--- src/rtl/comScanPkg.sv ---
package comScanPkg;
  typedef enum logic [1:0] {
    LVL_V1 = 2'b00,
    LVL_V2 = 2'b01,
    LVL_V5 = 2'b10,
    LVL_V6 = 2'b11
  } levelT;

  // strobes from control to datapath
  typedef struct packed {
    logic shiftUp;   // marker enters stage 0 and moves upward
    logic blankAll;  // force every output to V1
  } scanCtlT;
endpackage

--- src/rtl/scanControl.sv ---
module scanControl
  import comScanPkg::*;
(
  input  logic    lineClk,
  input  logic    rstN,
  input  logic    frameIn,
  input  logic    shiftDown,
  input  logic    dispOffN,
  input  logic    isMaster,
  input  logic    dispCtlIn,
  output scanCtlT ctl,
  output logic    dispCtlOut
);
  logic armed;       // first frame marker seen since reset
  logic masterCtl;

  always_ff @(posedge lineClk or negedge rstN) begin
    if (!rstN) armed <= 1'b0;
    else if (frameIn) armed <= 1'b1;
  end

  assign masterCtl = armed & dispOffN;
  assign dispCtlOut = isMaster ? masterCtl : 1'b1;

  always_comb begin
    ctl.shiftUp  = ~shiftDown;
    ctl.blankAll = isMaster ? ~masterCtl : ~dispCtlIn;
  end
endmodule

--- src/rtl/scanDatapath.sv ---
module scanDatapath
  import comScanPkg::*;
#(
  parameter int NUM_STAGES = 240
) (
  input  logic                      lineClk,
  input  logic                      rstN,
  input  logic                      frameIn,
  input  logic                      altIn,
  input  scanCtlT                   ctl,
  output logic [2*NUM_STAGES-1:0]   levelOut
);
  localparam int LAST = NUM_STAGES - 1;

  logic [LAST:0] stages;

  for (genvar i = 0; i < NUM_STAGES; i++) begin : g_stage
    logic fromBelow, fromAbove, nextBit;
    levelT code;

    if (i == 0) begin : g_low
      assign fromBelow = frameIn;
    end else begin : g_lowMid
      assign fromBelow = stages[i-1];
    end

    if (i == LAST) begin : g_high
      assign fromAbove = frameIn;
    end else begin : g_highMid
      assign fromAbove = stages[i+1];
    end

    assign nextBit = ctl.shiftUp ? fromBelow : fromAbove;

    always_ff @(posedge lineClk or negedge rstN) begin
      if (!rstN) stages[i] <= 1'b0;
      else stages[i] <= nextBit;
    end

    always_comb begin
      if (ctl.blankAll) code = LVL_V1;
      else if (stages[i]) code = altIn ? LVL_V1 : LVL_V6;
      else code = altIn ? LVL_V5 : LVL_V2;
    end

    assign levelOut[2*i +: 2] = code;
  end
endmodule

--- src/rtl/comScanDriver.sv ---
module comScanDriver
  import comScanPkg::*;
#(
  parameter int NUM_STAGES = 240
) (
  input  logic                    lineClk,
  input  logic                    rstN,
  input  logic                    frameIn,
  input  logic                    altIn,
  input  logic                    shiftDown,
  input  logic                    dispOffN,
  input  logic                    isMaster,
  input  logic                    dispCtlIn,
  output logic                    dispCtlOut,
  output logic [2*NUM_STAGES-1:0] levelOut
);
  scanCtlT ctl;

  scanControl u_control (
    .lineClk    (lineClk),
    .rstN       (rstN),
    .frameIn    (frameIn),
    .shiftDown  (shiftDown),
    .dispOffN   (dispOffN),
    .isMaster   (isMaster),
    .dispCtlIn  (dispCtlIn),
    .ctl        (ctl),
    .dispCtlOut (dispCtlOut)
  );

  scanDatapath #(.NUM_STAGES(NUM_STAGES)) u_datapath (
    .lineClk  (lineClk),
    .rstN     (rstN),
    .frameIn  (frameIn),
    .altIn    (altIn),
    .ctl      (ctl),
    .levelOut (levelOut)
  );
endmodule

--- config.mk ---
export PLATFORM = sky130hd
export DESIGN_NAME = comScanDriver
export DESIGN_NICKNAME = d
export VERILOG_FILES = /design/src/rtl/comScanPkg.sv /design/src/rtl/scanControl.sv /design/src/rtl/scanDatapath.sv /design/src/rtl/comScanDriver.sv
export SDC_FILE = /design/constraint.sdc
export NUM_CORES = 1
export LEC_CHECK = 0
export ABC_AREA = 0
export BUFFER_PORTS_ARGS = -buffer_cell sky130_fd_sc_hd__buf_2
export CAP_MARGIN = 15
export CORE_AREA = 2 2 191 193
export DETAILED_ROUTE_END_ITERATION = 8
export DIE_AREA = 0 0 193 195
export PLACE_DENSITY = 0.81
export SETUP_SLACK_MARGIN = 0.05
export SYNTH_ARGS = -nofsm -noshare
export SYNTH_HDL_FRONTEND = slang
export SYNTH_HIERARCHICAL = 1
export SYNTH_SLANG_ARGS = --single-unit
--- constraint.sdc ---
create_clock -name lineClk -period 9.6 [get_ports lineClk]
set_input_delay 0.48 -clock lineClk [delete_from_list [all_inputs] [get_ports lineClk]]
set_output_delay 0.48 -clock lineClk [all_outputs]
set_load 0.05 [all_outputs]
==> impl_metrics.ini <==
[layout]
final_core_util_pct = 50.68
n_antenna_cell = 0
areaGrowthSynthToFinish_pct = 14.42
final_cells = 2371
drive_above_1_share_pct = 36.75
final_common_cell = buf_2
mostFrequentLayoutCells = buf_2, nor2_1, dfrtp_1, mux2_2, xnor2_1
nets = 2058

[timing]
rsz0062_at_grt = false
relSlewSlack_pct = 24.97
hold_viol = 0
worstMarginPinSlew_ns = 1.125
fin_worst_skew_ns = 0.02827
setup_violations = 0
tns_ns = 0
min_period_ns = 3.703
fin_crit_sh_pct = 38.57
drv_slew = 0
fmax_mhz = 270.1

[global_route]
grt-ovfl-total = 0
antenna_found_initial = 0
grt_use_total_pct = 19.35
grt_max_degree = 216
grt_pass1_wl_um = 58350
grt_pass1_vias = 10530

[cts]
cts_tree = done
clkSinkCount = 241
h-tree-depth = 1
cts_root_buf = clkbuf_16
post_cts_resized = 0
clk_path_buf_depth = 3
worstSkewPairLatency_ns = 0.55
clk_pin_slew_ns = 0.06
numCtsBuffers = 28

[worst_setup_path]
crit_path_end_kind = output port
r2r-end = u_datapath/g_stage[198].fromAbove
ff2ff_setup_slack_ns = 8.63
worstSetupPathType = register to output port
r2r_cells = 2
endpoint = levelOut[303]
cp_data_arrival_time_ns = 3.22
r2r_start = u_datapath/g_stage[199].fromAbove
crit_start = u_control/armed
cp_max_fo = 215
worstSetupStartpointType = register
crit_required_ns = 9.12

[worst_hold_path]
hold_path_class = input port to register

[floorplanning]
fp.dieW_um = 193
dieArea_um2 = 37640
num_rows = 69
fp.dieH_um = 195
placeableCoreArea_um2 = 35400
num_io_pins = 489
start_util_pct = 44.29

[logic_synthesis]
yosysSeqAreaShare_pct = 38.46
ys_warn_count = 6
synth.distinct_cells = 15
syn_inst = 1612
synth_nets = 1778
synth_area_um2 = 15680
synth_seq_cells = 241
syn_area_per_cell_um2 = 9.726

[route]
drt_pass1_iterations = 4
drt_iter0_drc = 502
drc = 0
ant_nets = 0
vias = 11120
routed_wl_um = 38100
vias_per_cell = 4.689
wl_per_cell_um = 16.07

[power]
comb_power_share_pct = 42.2
power_frac_clock_pct = 24.2
p_sw_share_pct = 45.44
internal_power_uw = 2183
power_density_nw_per_um2 = 223.0
p_leak_uw = 0.009590
sequentialPowerShare_pct = 33.6
power.switching_uw = 1818
vdd_drop_max_uv = 158.8

[place]
dp_cells = 2322
port_buffers = 488
place_congestion = 0.9038
hpwl_um = 27260

[job]
drv_cap = 0

[outcome]
outcome = finished, final reports clean
## metal layers
layer  routed length (um)  track usage [%]
met5                    0                0
met4                  869            4.854
met3                 2521            3.648
met2                18480            33.36
met1                16230            24.90
## power groups by stage
| stage | Combinational [uW] | Sequential [uW] | Clock, uW |
|---|---|---|---|
| 2_1_floorplan | 1400 | 1300 | 0 |
| 3_5_place_dp | 1690 | 1370 | 0 |
| 5_1_grt | 1810 | 1370 | 1040 |
| 4_1_cts | 1700 | 1350 | 993 |
| 6_report | 1690 | 1350 | 968 |
| 3_3_place_gp | 1670 | 1360 | 0 |
## cell type report
type | count | area, um2
well taps | 461 | 576.8
clock buffers | 38 | 758.2
repair buffers | 498 | 2552
clock inverters | 10 | 68.82
fillers | 3196 | 17460
flip-flops and latches | 241 | 6031
inverters | 81 | 316.6
multi-input cells | 1042 | 7636
## worst max-delay path, cell delays in order, from the launching register on
cell	delay [ns]
dfrtp_1	0.48
a31oi_4	0.23
buf_12	0.56
buf_4	0.88
nor2_1	0.17
buf_2	0.27
## cells by family (layout without fill, tap and decap cells)
group           after synthesis  in the layout  share of synthesized area, %
compound gates               80             80                         2.562
buf+inv                     329            627                         12.98
simple gates                482            482                         12.83
xor+xnor                    161            161                         8.994
fa+ha+maj                   158            158                         12.61
flops                       241            241                         38.46
mux                         161            161                         11.56
## worst min-delay path by stage
stage / cells past startpoint / slack (ns) / from / end
6_report: 2 / 0.21 / frameIn / u_control/armed
2_1_floorplan: 0 / 0.18 / rstN / u_control/armed
3_3_place_gp: 2 / 0.49 / u_datapath/g_stage[167].fromAbove / u_datapath/g_stage[168].fromAbove
3_5_place_dp: 2 / 0.50 / u_datapath/g_stage[168].fromAbove / u_datapath/g_stage[169].fromAbove
4_1_cts: 2 / 0.19 / frameIn / u_control/armed
5_1_grt: 2 / 0.19 / frameIn / u_control/armed
## flip-flops by register name, summed over array words and instances (netlist names)
register,cells
u_control/armed,1
u_datapath/g_stage.fromBelow,5
u_datapath/g_stage.fromAbove,235
## synthesized netlist by cell type (all sizes together)
| master | instances | area (um2) |
|---|---|---|
| a31oi | 1 | 6.260 |
| buf | 229 | 1659 |
| clkbuf | 19 | 71.32 |
| dfrtp | 241 | 6031 |
| ha | 158 | 1977 |
| inv | 81 | 304.0 |
| mux2 | 161 | 1813 |
| nand2 | 81 | 304.0 |
| nor2 | 320 | 1201 |
| nor2b | 80 | 500.5 |
| o21ai | 79 | 395.4 |
| or2 | 1 | 6.260 |
| xnor2 | 161 | 1410 |
## through the flow
step / cell area (um2) / hold slack [ns] / total power [uW] / setup slack (ns)
CTS: 17940 / 0.1914 / 4045 / 5.767
global placement: 17100 / 0.4861 / 3030 / 6.036
floorplan: 15680 / 0.1844 / 2706 / 1.585
global route: 17940 / 0.1896 / 4223 / 5.570
finish: 17940 / 0.2062 / 4001 / 5.897
detailed placement: 17100 / 0.5013 / 3060 / 5.999
## timing repair
| item | CTS | global route |
|---|---|---|
| buffers inserted | 0 | 0 |
| endpoints found under the hold margin | 90 | 0 |
| hold buffers | 1 | 0 |
(Power assumes the default switching activity.)
